**src/rtl/scan_tap_pkg.sv**
```systemverilog
package scan_tap_pkg;

  typedef enum logic [3:0] {
    ST_RESET, ST_IDLE,
    ST_SEL_DR, ST_CAP_DR, ST_SH_DR, ST_EX1_DR, ST_PAU_DR, ST_EX2_DR, ST_UPD_DR,
    ST_SEL_IR, ST_CAP_IR, ST_SH_IR, ST_EX1_IR, ST_PAU_IR, ST_EX2_IR, ST_UPD_IR
  } tap_state_t;

  localparam int IR_W = 3;
  typedef logic [IR_W-1:0] instr_t;

  localparam instr_t OP_EXTEST  = 3'b000;
  localparam instr_t OP_IDCODE  = 3'b001;
  localparam instr_t OP_SAMPLEZ = 3'b010;
  localparam instr_t OP_SAMPLE  = 3'b100;
  localparam instr_t OP_BYPASS  = 3'b111;

  localparam instr_t IR_CAPTURE = instr_t'(2'b01);

  typedef enum logic [1:0] {PATH_BYP, PATH_ID, PATH_BSR} path_t;

  function automatic path_t path_of(instr_t op);
    case (op)
      OP_EXTEST, OP_SAMPLEZ, OP_SAMPLE: return PATH_BSR;
      OP_IDCODE:                        return PATH_ID;
      default:                          return PATH_BYP;
    endcase
  endfunction

  function automatic logic drives_hiz(instr_t op);
    return (op == OP_EXTEST) || (op == OP_SAMPLEZ);
  endfunction

endpackage

```
**src/rtl/scan_tap_fsm.sv**
```systemverilog
module scan_tap_fsm
  import scan_tap_pkg::*;
(
  input  logic       tck,
  input  logic       rst_n,
  input  logic       tms,
  output tap_state_t state
);

  tap_state_t nxt;

  always_comb begin
    nxt = state;
    case (state)
      ST_RESET:  nxt = tms ? ST_RESET  : ST_IDLE;
      ST_IDLE:   nxt = tms ? ST_SEL_DR : ST_IDLE;
      ST_SEL_DR: nxt = tms ? ST_SEL_IR : ST_CAP_DR;
      ST_CAP_DR: nxt = tms ? ST_EX1_DR : ST_SH_DR;
      ST_SH_DR:  nxt = tms ? ST_EX1_DR : ST_SH_DR;
      ST_EX1_DR: nxt = tms ? ST_UPD_DR : ST_PAU_DR;
      ST_PAU_DR: nxt = tms ? ST_EX2_DR : ST_PAU_DR;
      ST_EX2_DR: nxt = tms ? ST_UPD_DR : ST_SH_DR;
      ST_UPD_DR: nxt = tms ? ST_SEL_DR : ST_IDLE;
      ST_SEL_IR: nxt = tms ? ST_RESET  : ST_CAP_IR;
      ST_CAP_IR: nxt = tms ? ST_EX1_IR : ST_SH_IR;
      ST_SH_IR:  nxt = tms ? ST_EX1_IR : ST_SH_IR;
      ST_EX1_IR: nxt = tms ? ST_UPD_IR : ST_PAU_IR;
      ST_PAU_IR: nxt = tms ? ST_EX2_IR : ST_PAU_IR;
      ST_EX2_IR: nxt = tms ? ST_UPD_IR : ST_SH_IR;
      ST_UPD_IR: nxt = tms ? ST_SEL_DR : ST_IDLE;
      default:   nxt = ST_RESET;
    endcase
  end

  always_ff @(posedge tck or negedge rst_n)
    if (!rst_n) state <= ST_RESET;
    else        state <= nxt;

  // run length of high mode-select samples, saturating at the escape length
  localparam int ESC_LEN = 5;
  localparam int ESC_W   = $clog2(ESC_LEN + 1);
  logic [ESC_W-1:0] ones_run;

  always_ff @(posedge tck or negedge rst_n)
    if (!rst_n)                         ones_run <= '0;
    else if (!tms)                      ones_run <= '0;
    else if (ones_run < ESC_W'(ESC_LEN)) ones_run <= ones_run + 1'b1;

  assert_escape_reset_R1: assert property (@(posedge tck) disable iff (!rst_n)
    (ones_run >= ESC_W'(ESC_LEN)) |-> (state == ST_RESET));

endmodule

```
**src/rtl/scan_tap_ir.sv**
```systemverilog
module scan_tap_ir
  import scan_tap_pkg::*;
(
  input  logic       tck,
  input  logic       rst_n,
  input  logic       tdi,
  input  tap_state_t state,
  output instr_t     ir_q,
  output logic       ir_lsb
);

  instr_t sr;

  always_ff @(posedge tck or negedge rst_n)
    if (!rst_n) begin
      sr   <= IR_CAPTURE;
      ir_q <= OP_IDCODE;
    end else begin
      case (state)
        ST_CAP_IR: sr <= IR_CAPTURE;
        ST_SH_IR:  sr <= {tdi, sr[IR_W-1:1]};
        default:   ;
      endcase
      if (state == ST_RESET)       ir_q <= OP_IDCODE;
      else if (state == ST_UPD_IR) ir_q <= sr;
    end

  assign ir_lsb = sr[0];

  assert_ir_hold_R4: assert property (@(posedge tck) disable iff (!rst_n)
    (state != ST_UPD_IR && state != ST_RESET) |=> $stable(ir_q));

  assert_ir_capture_R3: assert property (@(posedge tck) disable iff (!rst_n)
    (state == ST_CAP_IR) |=> (sr == IR_CAPTURE));

endmodule

```
**src/rtl/scan_tap_dr.sv**
```systemverilog
module scan_tap_dr
  import scan_tap_pkg::*;
#(
  parameter int          BSR_W  = 69,
  parameter int          ID_W   = 32,
  parameter logic [ID_W-1:0] ID_WORD = '1
) (
  input  logic             tck,
  input  logic             rst_n,
  input  logic             tdi,
  input  tap_state_t       state,
  input  path_t            path,
  input  logic [BSR_W-1:0] ring_in,
  output logic             dr_lsb
);

  logic             byp;
  logic [ID_W-1:0]  id_sr;
  logic [BSR_W-1:0] bsr;

  logic cap, sh;
  assign cap = (state == ST_CAP_DR);
  assign sh  = (state == ST_SH_DR);

  always_ff @(posedge tck or negedge rst_n)
    if (!rst_n) byp <= 1'b0;
    else if (path == PATH_BYP) begin
      if (cap)     byp <= 1'b0;
      else if (sh) byp <= tdi;
    end

  always_ff @(posedge tck or negedge rst_n)
    if (!rst_n) id_sr <= ID_WORD;
    else if (path == PATH_ID) begin
      if (cap)     id_sr <= ID_WORD;
      else if (sh) id_sr <= {tdi, id_sr[ID_W-1:1]};
    end

  // Update-DR leaves the boundary cells alone: there is no preload stage
  always_ff @(posedge tck or negedge rst_n)
    if (!rst_n) bsr <= '0;
    else if (path == PATH_BSR) begin
      if (cap)     bsr <= ring_in;
      else if (sh) bsr <= {tdi, bsr[BSR_W-1:1]};
    end

  always_comb
    case (path)
      PATH_ID:  dr_lsb = id_sr[0];
      PATH_BSR: dr_lsb = bsr[0];
      default:  dr_lsb = byp;
    endcase

  assert_bypass_clear_R9: assert property (@(posedge tck) disable iff (!rst_n)
    (cap && path == PATH_BYP) |=> (byp == 1'b0));

  assert_id_capture_R8: assert property (@(posedge tck) disable iff (!rst_n)
    (cap && path == PATH_ID) |=> (id_sr[0] == 1'b1));

  assert_bsr_capture_R7: assert property (@(posedge tck) disable iff (!rst_n)
    (cap && path == PATH_BSR) |=> (bsr == $past(ring_in)));

endmodule

```
**src/rtl/scan_tap.sv**
```systemverilog
module scan_tap
  import scan_tap_pkg::*;
#(
  parameter int          BSR_W   = 69,
  parameter logic [2:0]  ID_REV  = 3'b001,
  parameter logic [16:0] ID_PART = 17'h0B226,
  parameter logic [10:0] ID_MFR  = 11'h034
) (
  input  logic             tck,
  input  logic             rst_n,
  input  logic             tms,
  input  logic             tdi,
  output logic             tdo,
  output logic             tdo_en,
  input  logic [BSR_W-1:0] ring_in,
  output logic             force_hiz
);

  localparam int ID_W = $bits(ID_REV) + $bits(ID_PART) + $bits(ID_MFR) + 1;
  localparam logic [ID_W-1:0] ID_WORD = {ID_REV, ID_PART, ID_MFR, 1'b1};

  tap_state_t state;
  instr_t     ir_q;
  logic       ir_lsb, dr_lsb;
  path_t      path;

  scan_tap_fsm i_fsm (.tck(tck), .rst_n(rst_n), .tms(tms), .state(state));

  scan_tap_ir i_ir (
    .tck(tck), .rst_n(rst_n), .tdi(tdi), .state(state),
    .ir_q(ir_q), .ir_lsb(ir_lsb)
  );

  assign path = path_of(ir_q);

  scan_tap_dr #(.BSR_W(BSR_W), .ID_W(ID_W), .ID_WORD(ID_WORD)) i_dr (
    .tck(tck), .rst_n(rst_n), .tdi(tdi), .state(state), .path(path),
    .ring_in(ring_in), .dr_lsb(dr_lsb)
  );

  assign force_hiz = drives_hiz(ir_q);

  // serial output retimed to the falling edge
  always_ff @(negedge tck or negedge rst_n)
    if (!rst_n) begin
      tdo    <= 1'b0;
      tdo_en <= 1'b0;
    end else begin
      tdo_en <= (state == ST_SH_IR) || (state == ST_SH_DR);
      tdo    <= (state == ST_SH_IR) ? ir_lsb :
                (state == ST_SH_DR) ? dr_lsb : 1'b0;
    end

  assert_tdo_en_shift_R11: assert property (@(posedge tck) disable iff (!rst_n)
    tdo_en |-> (state == ST_SH_IR || state == ST_SH_DR));

  assert_hiz_after_update_R6: assert property (@(posedge tck) disable iff (!rst_n)
    $rose(force_hiz) |-> ($past(state) == ST_UPD_IR));

endmodule

```
**config.mk**
```make
export PLATFORM = sky130hd
export DESIGN_NAME = scan_tap
export DESIGN_NICKNAME = d
export VERILOG_FILES = /design/src/rtl/scan_tap_pkg.sv /design/src/rtl/scan_tap_fsm.sv /design/src/rtl/scan_tap_ir.sv /design/src/rtl/scan_tap_dr.sv /design/src/rtl/scan_tap.sv
export SDC_FILE = /design/constraint.sdc
export NUM_CORES = 1
export LEC_CHECK = 0
export BUFFER_PORTS_ARGS = -buffer_cell sky130_fd_sc_hd__buf_2
export CORE_MARGIN = 5
export CORE_UTILIZATION = 41
export CTS_BUF_LIST = sky130_fd_sc_hd__clkbuf_4
export DETAILED_ROUTE_END_ITERATION = 16
export PLACE_DENSITY = 0.7
export SKIP_LAST_GASP = 1
export SLEW_MARGIN = 20
export SYNTH_ARGS = -nofsm -noshare
export SYNTH_HDL_FRONTEND = slang
export SYNTH_SLANG_ARGS = --single-unit
```
**constraint.sdc**
```tcl
create_clock -name tck -period 2.7 [get_ports tck]
set_input_delay 0.27 -clock tck [delete_from_list [all_inputs] [get_ports tck]]
set_output_delay 0.27 -clock tck [all_outputs]
set_load 0.01 [all_outputs]
```
==> results.yml, run 1 <==
critical_path:
  cp-end-kind: "register"
  required_ns: 1.65
  crit_path_max_fanout: 2
  arrival_ns: 1.99
  critPathLaunchType: "register"
  path_class: "reg2reg"
layout:
  fillCellCount: 1199
  final_area_sq_mm: 0.00612
  final_cell_mix: "nand2_1, dfrtp_1, o21ai_0"
  syn2layout_area_growth_pct: 16.2
  final_nets: 690
  final_cells: 800
  final_common_cell: "nand2_1"
  drive_above_1_share_pct: 23.6
placement:
  dp_cells: 765
  gp_congestion: 0.771
  placed_cell_area_sq_mm: 0.00585
  io_buffers: 75
  post-place-ws_ns: -0.339
  dp_hpwl_um: 6820
pwr:
  leakage_nw: 2.77
  finalPower_mw: 6.23
  power.density_mw_per_mm2: 1020
  vdd_drop_max_mv: 0.494
timing:
  worst_slew_pin_slew_ns: 0.924
  clock_skew_ns: 0.0645
  setup_viol: 1
  tns_ns: -0.349
  fin_ws_ns: -0.349
  drv_slew: 0
  hold_viol: 0
  relSlewSlack_pct: 38.4
  rsz0062_at_grt: "yes"
global_routing:
  grt_antenna_before_repair: 1
  overflow: 0
  grt_max_degree: 139
  grt_pass1_wl_um: 17200
  grt_pass1_vias: 3800
  groute.usage.overall_pct: 14.4
run:
  max_cap_violations: 0
clocking:
  post_cts_buffers: 0
  clock_sinks: 114
  clk_pin_slew_worst_paths_ns: 0.10
  cts_tree: "yes"
  cts_buffers: 17
  max-clock-path-buffers: 2
  clk_latency_ns: 0.51
  cts_root_buffer: "clkbuf_4"
  h-tree-depth: 4
die:
  coreArea_sq_mm: 0.0126
  die_w_um: 123
  die_h_um: 123
  top_level_ports: 76
  std_cell_rows: 41
  start_util_pct: 41.7
  die_area_sq_mm: 0.0152
logic_synthesis:
  yosysSeqAreaShare_pct: 54.5
  yosysTopAreaCellShare_pct: 46.6
  synth-warning-count: 0
  synth.avg_cell_area_sq_um: 9.84
  synthCells: 535
  synth_area_sq_mm: 0.00526
  synth_top_area_cell: "dfrtp_1"
  syn_nets: 611
  ys_top_cells_by_area: "dfrtp_1, mux2i_1, nand2_1"
  ys_types: 38
  ys_ff_latch: 114
routing:
  wl_per_cell_um: 12.5
  drc: 0
  drt_first_pass_iters: 4
  avgViaCountPerCell: 4.84
  drt-total-wl_um: 10000
  ant_nets: 0
  drtIter0Drc: 259
  vias: 3870
outcome:
  status: "finished, violations left"
  violations: "negative setup slack"
worst_hold_path:
  hold_class: "in2reg"
[kinds of logic after synthesis]
logic type / synth area share [%]
AO/OA/AOI/OAI: 13.5
XOR/XNOR: 0.166
adder cells (fa/ha/maj): 0.713
buffers and inverters: 4.68
flip-flops: 54.5
multiplexers: 13.1
AND/OR/NAND/NOR: 13.2
[power breakdown]
part,internal (mW),leakage [nW],switching [mW]
Sequential,2.52,1.35,0.425
Combinational,0.998,1.27,1.19
Clock,0.502,0.144,0.591
[through the flow]
stage	utilization, %	hold WS, ns
6_report	48.5	0.0436
5_1_grt	48.5	0.00205
4_1_cts	48.4	0.00707
3_5_place_dp	46.4	0.399
3_3_place_gp	46.4	0.387
2_1_floorplan	-	-0.0256
[state kept, by name, summed over array words and instances, names as in the netlist]
signal       count
i_ir.sr          3
i_fsm.state      4
i_ir.ir_q        3
i_dr.id_sr      32
i_dr.byp         1
i_dr.bsr        69
tdo_en           1
tdo              1
[synth_stat cells (all sizes together)]
master  instances
nand2         135
o21ai         111
dfrtp          98
mux2i          69
buf            24
nor2           19
clkbuf         15
dfstp          14
a21oi          10
inv             6
ha              3
nand3           3
o22ai           3
or3             3
a31oi           2
dfrtn           2
nand2b          2
nor2b           2
a211o           1
a21o            1
a22o            1
a22oi           1
a32o            1
and3            1
and4bb          1
nand4           1
nor3            1
nor4b           1
o221ai          1
o32ai           1
or2             1
xnor2           1
[worst max-delay path, cell delays in order, from the launching register on]
cell     delay, ns
dfstp_2       0.54
inv_1         0.05
or3_4         0.35
ha_4          0.17
a22oi_2       0.14
o21ai_1       0.08
a22o_1        0.17
[layout make-up]
class,count,area [sq um],share of cell area (%)
sequential,114,2870,46.9
multi-input combinational,376,2180,35.6
timing repair buffer,99,588,9.61
tap,172,215,3.52
clock buffer,23,173,2.82
clock inverter,9,66.3,1.08
inverter,6,22.5,0.368
antenna,1,2.50,0.0409
[repair_timing]
| item | CTS | global route |
|---|---|---|
| hold buffers | 1 | 1 |
| endpoints found under the setup margin | 1 | 1 |
| hold endpoints to repair | 32 | 1 |
| resized for setup | 2 | 0 |
[routing by layer]
metal  track usage, %  part of all wire, %
met4             5.81                  1.7
met1             18.4                   45
met2             22.4                   47
met3             4.80                  5.6
met5                0                    0
[worst paths after layout]
path / from / endpoint / slack (ns) / cells after the start
worst max-delay path: i_ir.ir_q[0] / tdo / -0.35 / 6
worst min-delay path: ring_in[8] / i_dr.bsr[8] / 0.04 / 3
worst max register to register: i_ir.ir_q[0] / tdo / -0.35 / 6
worst min register to register: i_dr.id_sr[25] / i_dr.id_sr[25] / 0.47 / 2
max in group asynchronous: rst_n / tdo / 1.18 / 2
min in group asynchronous: rst_n / i_fsm.state[0] / 0.39 / 3
Note: power is estimated with default switching activity, not from simulation.
==> run 2: changes to the inputs <==
--- a/config.mk
+++ b/config.mk
@@ -15,4 +15,5 @@
 export SLEW_MARGIN = 20
 export SYNTH_ARGS = -nofsm -noshare
 export SYNTH_HDL_FRONTEND = slang
+export SYNTH_HIERARCHICAL = 1
 export SYNTH_SLANG_ARGS = --single-unit
==> results.yml, run 2 <==
worst_hold_path:
  hold_class: "in2reg"
  min_to: "i_ir/sr[2]"
  hold_path_depth: 3
  hp-start: "tdi"
die:
  top_level_ports: 76
  coreArea_sq_mm: 0.0133
  die_h_um: 127
  std_cell_rows: 42
  die_area_sq_mm: 0.0161
  start_util_pct: 42.0
  die_w_um: 127
critical_path:
  critPathLaunchType: "register"
  path_cells: "nor3b_4 > inv_2 > ha_4 > a22oi_2 > a21oi_1 > inv_1 > o22ai_2"
  required_ns: 1.63
  path_delay_family: "flip-flops"
  path_class: "reg2reg"
  arrival_ns: 1.87
  cpMaxStageDelayCell: "dfstp_2"
  cp-end-kind: "register"
  rr_startpoint: "i_ir/ir_q[0]"
  crit_buf_inv: 2
  rr_worst_depth: 7
  r2r_end: "tdo"
  crit_path_max_fanout: 2
  reg2reg_slack_ns: -0.24
  cp_slowest_stage_delay_ns: 0.54
logic_synthesis:
  synth_top_area_cell: "dfrtp_1"
  syn_nets: 513
  ys_types: 45
  ys_top_cells_by_area: "dfrtp_1, mux2_2, dfstp_2"
  yosys-top-cells-count: "mux2_2, dfrtp_1, nor2_1, inv_1, nand2_1"
  synth_ff_type: "dfrtp_1"
  yosysSeqAreaShare_pct: 51.2
  synth-warning-count: 6
  ys_ff_latch: 114
  synth.most_common_cell: "mux2_2"
  async_flop_share_pct: 100
  synth_area_sq_mm: 0.00561
  yosysTopAreaCellShare_pct: 43.7
  synth.avg_cell_area_sq_um: 12.8
  synthCells: 437
  synth-edff-count: 0
global_routing:
  grt_pass1_wl_um: 17800
  grt_antenna_before_repair: 1
  groute.usage.overall_pct: 13.6
  overflow: 0
  grt_max_degree: 89
  grt_pass1_vias: 3792
routing:
  drc: 0
  ant_nets: 0
  avgViaCountPerCell: 4.93
  drt_first_pass_iters: 4
  drtIter0Drc: 79
  drt-total-wl_um: 10200
  wl_per_cell_um: 14.3
  vias: 3515
placement:
  dp_cells: 678
  gp_congestion: 0.765
  placed_cell_area_sq_mm: 0.00628
  dp_hpwl_um: 6940
  io_buffers: 75
layout:
  fillCellCount: 1219
  largest_register_ffs: 69
  fin_util_pct: 49.5
  drive_above_1_share_pct: 55.0
  regMostFlops: "i_dr/bsr"
  final_nets: 599
  syn2layout_area_growth_pct: 17.7
  final_cell_mix: "mux2_2, dfrtp_1, buf_2"
  final_common_cell: "mux2_2"
  top_regs: "i_dr/bsr: 69 flops, i_dr/id_sr: 32 flops, i_fsm/state: 4 flops"
  final_area_sq_mm: 0.00660
  final_cells: 713
clocking:
  h-tree-depth: 4
  cts_root_buffer: "clkbuf_4"
  clk_latency_ns: 0.49
  clock_sinks: 114
  max-clock-path-buffers: 2
  cts_tree: "yes"
  clk_pin_slew_worst_paths_ns: 0.09
  cts_buffers: 17
timing:
  setup_viol: 1
  rsz0062_at_grt: "yes"
  hold_viol: 0
  clock_skew_ns: 0.0589
  whs_ns: 0.0820
  worst_slew_pin_slew_ns: 0.842
  drv_slew: 0
  fin_ws_ns: -0.240
  relSlewSlack_pct: 43.8
outcome:
  violations: "negative setup slack"
  status: "finished, violations left"
pwr:
  power.density_mw_per_mm2: 759
  finalPower_mw: 5.01
  vdd_drop_max_mv: 0.584
  leakage_nw: 3.26
run:
  max_cap_violations: 0
run 2: cell types whose count changed after synthesis, moves of 8 or more:
cell,before,now
mux2_1,0,8
mux2_2,0,147
o21ai_1,24,0
o21ai_0,85,4
mux2i_1,69,16
nand2_1,135,23
inv_1,6,23
run 2: power breakdown:
part	internal, mW	leakage [nW]	switching [mW]
logic	0.860	1.60	0.861
clock network	0.538	0.145	0.618
registers	2.02	1.52	0.113
total	3.42	3.26	1.59
run 2: cell families after synthesis:
group | after synthesis | synth area share (%)
DFF | 114 | 51.2
AOI/OAI and AO/OA | 26 | 3.24
adders and majority gates | 3 | 0.669
muxes | 171 | 34.0
buffers and inverters | 49 | 4.15
and+or+nand+nor | 73 | 6.63
xor gates and xnor gates | 1 | 0.156
run 2: repair_timing:
| item | CTS | global route |
|---|---|---|
| hold buffers | 1 | 0 |
| pin swaps | 3 | 0 |
| setup buffers | 1 | 0 |
| gates cloned | 0 | 0 |
| setup endpoints to repair | 1 | 1 |
| endpoints found under the hold margin | 43 | 0 |
| resized for setup | 7 | 0 |
run 2: cell type report:
cell class / instances / area [sq um] / area share [%]
repair buffers: 93 / 578 / 8.76
flip-flops and latches: 114 / 2870 / 43.5
well taps: 176 / 220 / 3.34
multi-input cells: 274 / 2590 / 39.2
clock inverters: 14 / 121 / 1.84
diodes: 1 / 2.50 / 0.0379
inverters: 23 / 86.3 / 1.31
clock buffers: 18 / 135 / 2.05
run 2: metal layers:
| layer | GRT usage, % | up-vias | routed length [um] |
|---|---|---|---|
| li1 | - | 1706 | - |
| met5 | 0 | - | 0 |
| met4 | 5.24 | 0 | 157 |
| met2 | 22.7 | 64 | 5070 |
| met1 | 16.2 | 1732 | 4500 |
| met3 | 4.79 | 13 | 458 |
run 2: worst max-delay path by stage:
stage,from,to,depth (start not counted)
after detailed placement,i_ir/ir_q[0],tdo,7
after floorplan,i_ir/ir_q[0],tdo,7
after CTS,i_ir/ir_q[0],tdo,7
after global routing,i_ir/ir_q[0],tdo,7
final,i_ir/ir_q[0],tdo,7
after global placement,i_ir/ir_q[0],tdo,7
run 2: worst register-to-register path: stages, from the launching register on:
cell and delay [ns]:
dfstp_2 0.54, nor3b_4 0.22, inv_2 0.10, ha_4 0.17, a22oi_2 0.14, a21oi_1 0.09, inv_1 0.07, o22ai_2 0.06
run 2: metrics by stage:
stage               setup TNS, ns  worst slack, ns
finish                     -0.240           -0.240
global route               -0.359           -0.359
CTS                        -0.231           -0.231
detailed placement         -0.209           -0.209
global placement           -0.153           -0.153
floorplan                  -0.127           -0.127
==> run 3: changes to the inputs <==
--- a/config.mk
+++ b/config.mk
@@ -5,6 +5,7 @@
 export SDC_FILE = /design/constraint.sdc
 export NUM_CORES = 1
 export LEC_CHECK = 0
+export ABC_AREA = 1
 export BUFFER_PORTS_ARGS = -buffer_cell sky130_fd_sc_hd__buf_2
 export CORE_MARGIN = 5
 export CORE_UTILIZATION = 41
==> results.yml, run 3 <==
logic_synthesis:
  synth_ff_type: "dfrtp_1"
  yosysSeqAreaShare_pct: 47.9
  synthCells: 837
  synth-warning-count: 6
  synth.avg_cell_area_sq_um: 7.16
  synth.most_common_cell: "nand2_1"
  ys_ff_latch: 114
  synth_area_sq_mm: 0.00599
  yosysTopAreaCellShare_pct: 40.9
  ys_top_cells_by_area: "dfrtp_1, nand2_1, nand3_1"
  async_flop_share_pct: 100
  syn_nets: 913
  yosys-top-cells-count: "nand2_1, nand3_1, dfrtp_1, inv_1, nand4_1"
  synth_top_area_cell: "dfrtp_1"
  ys_types: 27
  synth-edff-count: 0
worst_hold_path:
  hp-start: "tdi"
  hold_class: "in2reg"
placement:
  post-place-ws_ns: -0.148
  dp_hpwl_um: 8350
  io_buffers: 75
  gp_congestion: 0.809
timing:
  relSlewSlack_pct: 47.6
  setup_viol: 1
  worst_slew_pin_slew_ns: 0.785
  rsz0062_at_grt: "yes"
  tns_ns: -0.146
  drv_slew: 0
  clock_skew_ns: 0.0593
  fin_ws_ns: -0.146
  whs_ns: 0.0610
  hold_viol: 0
global_routing:
  overflow: 0
  grt_pass1_wl_um: 23200
  grt_pass1_vias: 5000
  groute.usage.overall_pct: 16.7
  grt_antenna_before_repair: 0
  grt_max_degree: 71
layout:
  regMostFlops: "i_dr/bsr"
  drive_above_1_share_pct: 18.1
  final_cell_mix: "nand2_1, nand3_1, dfrtp_1"
  top_regs: "i_dr/bsr: 69 flops, i_dr/id_sr: 32 flops, i_fsm/state: 4 flops"
  fillCellCount: 1444
  final_nets: 970
  syn2layout_area_growth_pct: 14.5
  final_common_cell: "nand2_1"
  largest_register_ffs: 69
  antenna_cells: 0
clocking:
  max-clock-path-buffers: 2
  cts_buffers: 17
  clk_latency_ns: 0.49
  cts_root_buffer: "clkbuf_4"
  clk_pin_slew_worst_paths_ns: 0.10
  clock_sinks: 114
  h-tree-depth: 4
  cts_tree: "yes"
critical_path:
  arrival_ns: 1.79
  path_delay_family: "flip-flops"
  crit_path_max_fanout: 2
  path_class: "reg2reg"
  startpoint: "i_ir/ir_q[0]"
  cpMaxStageDelayCell: "dfstp_2"
  required_ns: 1.64
  crit_buf_inv: 1
  rr_startpoint: "i_ir/ir_q[0]"
  cp-end-kind: "register"
  path_cells: "nor3b_4 > inv_2 > ha_4 > nor2_2 > a31oi_1 > nand3_1 > nand2_1"
  cp_slowest_stage_delay_ns: 0.54
  critPathLaunchType: "register"
die:
  start_util_pct: 41.5
  die_h_um: 131
  top_level_ports: 76
  die_w_um: 131
  std_cell_rows: 44
  coreArea_sq_mm: 0.0144
  die_area_sq_mm: 0.0171
routing:
  drt-total-wl_um: 13900
  drt_first_pass_iters: 5
  wl_per_cell_um: 12.8
  drc: 0
  drtIter0Drc: 348
  ant_nets: 0
  vias: 5374
  avgViaCountPerCell: 4.93
outcome:
  status: "finished, violations left"
  violations: "negative setup slack"
pwr:
  leakage_nw: 3.92
  power.density_mw_per_mm2: 1060
  finalPower_mw: 7.26
  vdd_drop_max_mv: 0.577
run:
  max_cap_violations: 0
-- run 3: area by class of cell --
class / count / area [sq um] / area share (%)
clock inverter: 13 / 166 / 2.43
timing repair buffer: 96 / 551 / 8.03
clock buffer: 19 / 143 / 2.08
tap: 184 / 230 / 3.36
sequential: 114 / 2870 / 41.9
inverter: 33 / 124 / 1.81
multi-input combinational: 632 / 2770 / 40.4
-- run 3: routing by layer --
layer | share of wire (%) | vias up | global-route usage (%)
met1 | 47 | 2476 | 22.0
met4 | 0.73 | 0 | 4.72
met2 | 47 | 96 | 28.0
met5 | 0 | - | 0
li1 | - | 2791 | -
met3 | 4.4 | 11 | 3.54
-- run 3: final timing paths --
| path | to | slack (ns) | depth (start not counted) |
|---|---|---|---|
| min in group asynchronous | i_dr/bsr[68] | 0.17 | 2 |
| max in group asynchronous | i_dr/id_sr[28] | 0.93 | 4 |
| setup / recovery | tdo | -0.15 | 7 |
| hold / removal | i_ir/sr[2] | 0.06 | 3 |
| hold reg to reg | i_dr/id_sr[17] | 0.47 | 2 |
| setup reg to reg | tdo | -0.15 | 7 |
-- run 3: kinds of logic (layout without fill, tap and decap cells) --
kind of cell	count (synthesis)	after routing	share of synthesized area, %
and+or+nand+nor	620	620	43.9
buffers and inverters	91	161	6.58
adders and majority gates	3	3	0.627
DFF	114	114	47.9
AOI/OAI and AO/OA	9	9	0.940
-- run 3: power by group --
part / switching, mW / internal, mW / leakage (nW) / total (mW)
registers: 0.375 / 2.42 / 1.46 / 2.80
logic: 2.09 / 1.02 / 2.30 / 3.11
clock network: 0.621 / 0.740 / 0.166 / 1.36
-- run 3: tightest hold or removal path, cell delays in order --
cell     delay (ns)
buf_2          0.14
nand2_1        0.07
nand2_1        0.05
-- run 3: timing repair --
item	CTS	global route
hold endpoints to repair	53	0
hold buffers	1	0
setup endpoints to repair	1	1
pin swaps	2	1
buffers inserted	1	0
resized for setup	3	4
-- run 3: metrics by stage --
step	cell area, sq um	cells	utilization (%)
floorplan	6020	837	-
global placement	6500	1057	45.0
detailed placement	6500	1057	45.0
CTS	6840	1091	47.4
global route	6860	1091	47.5
finish	6860	1091	47.5
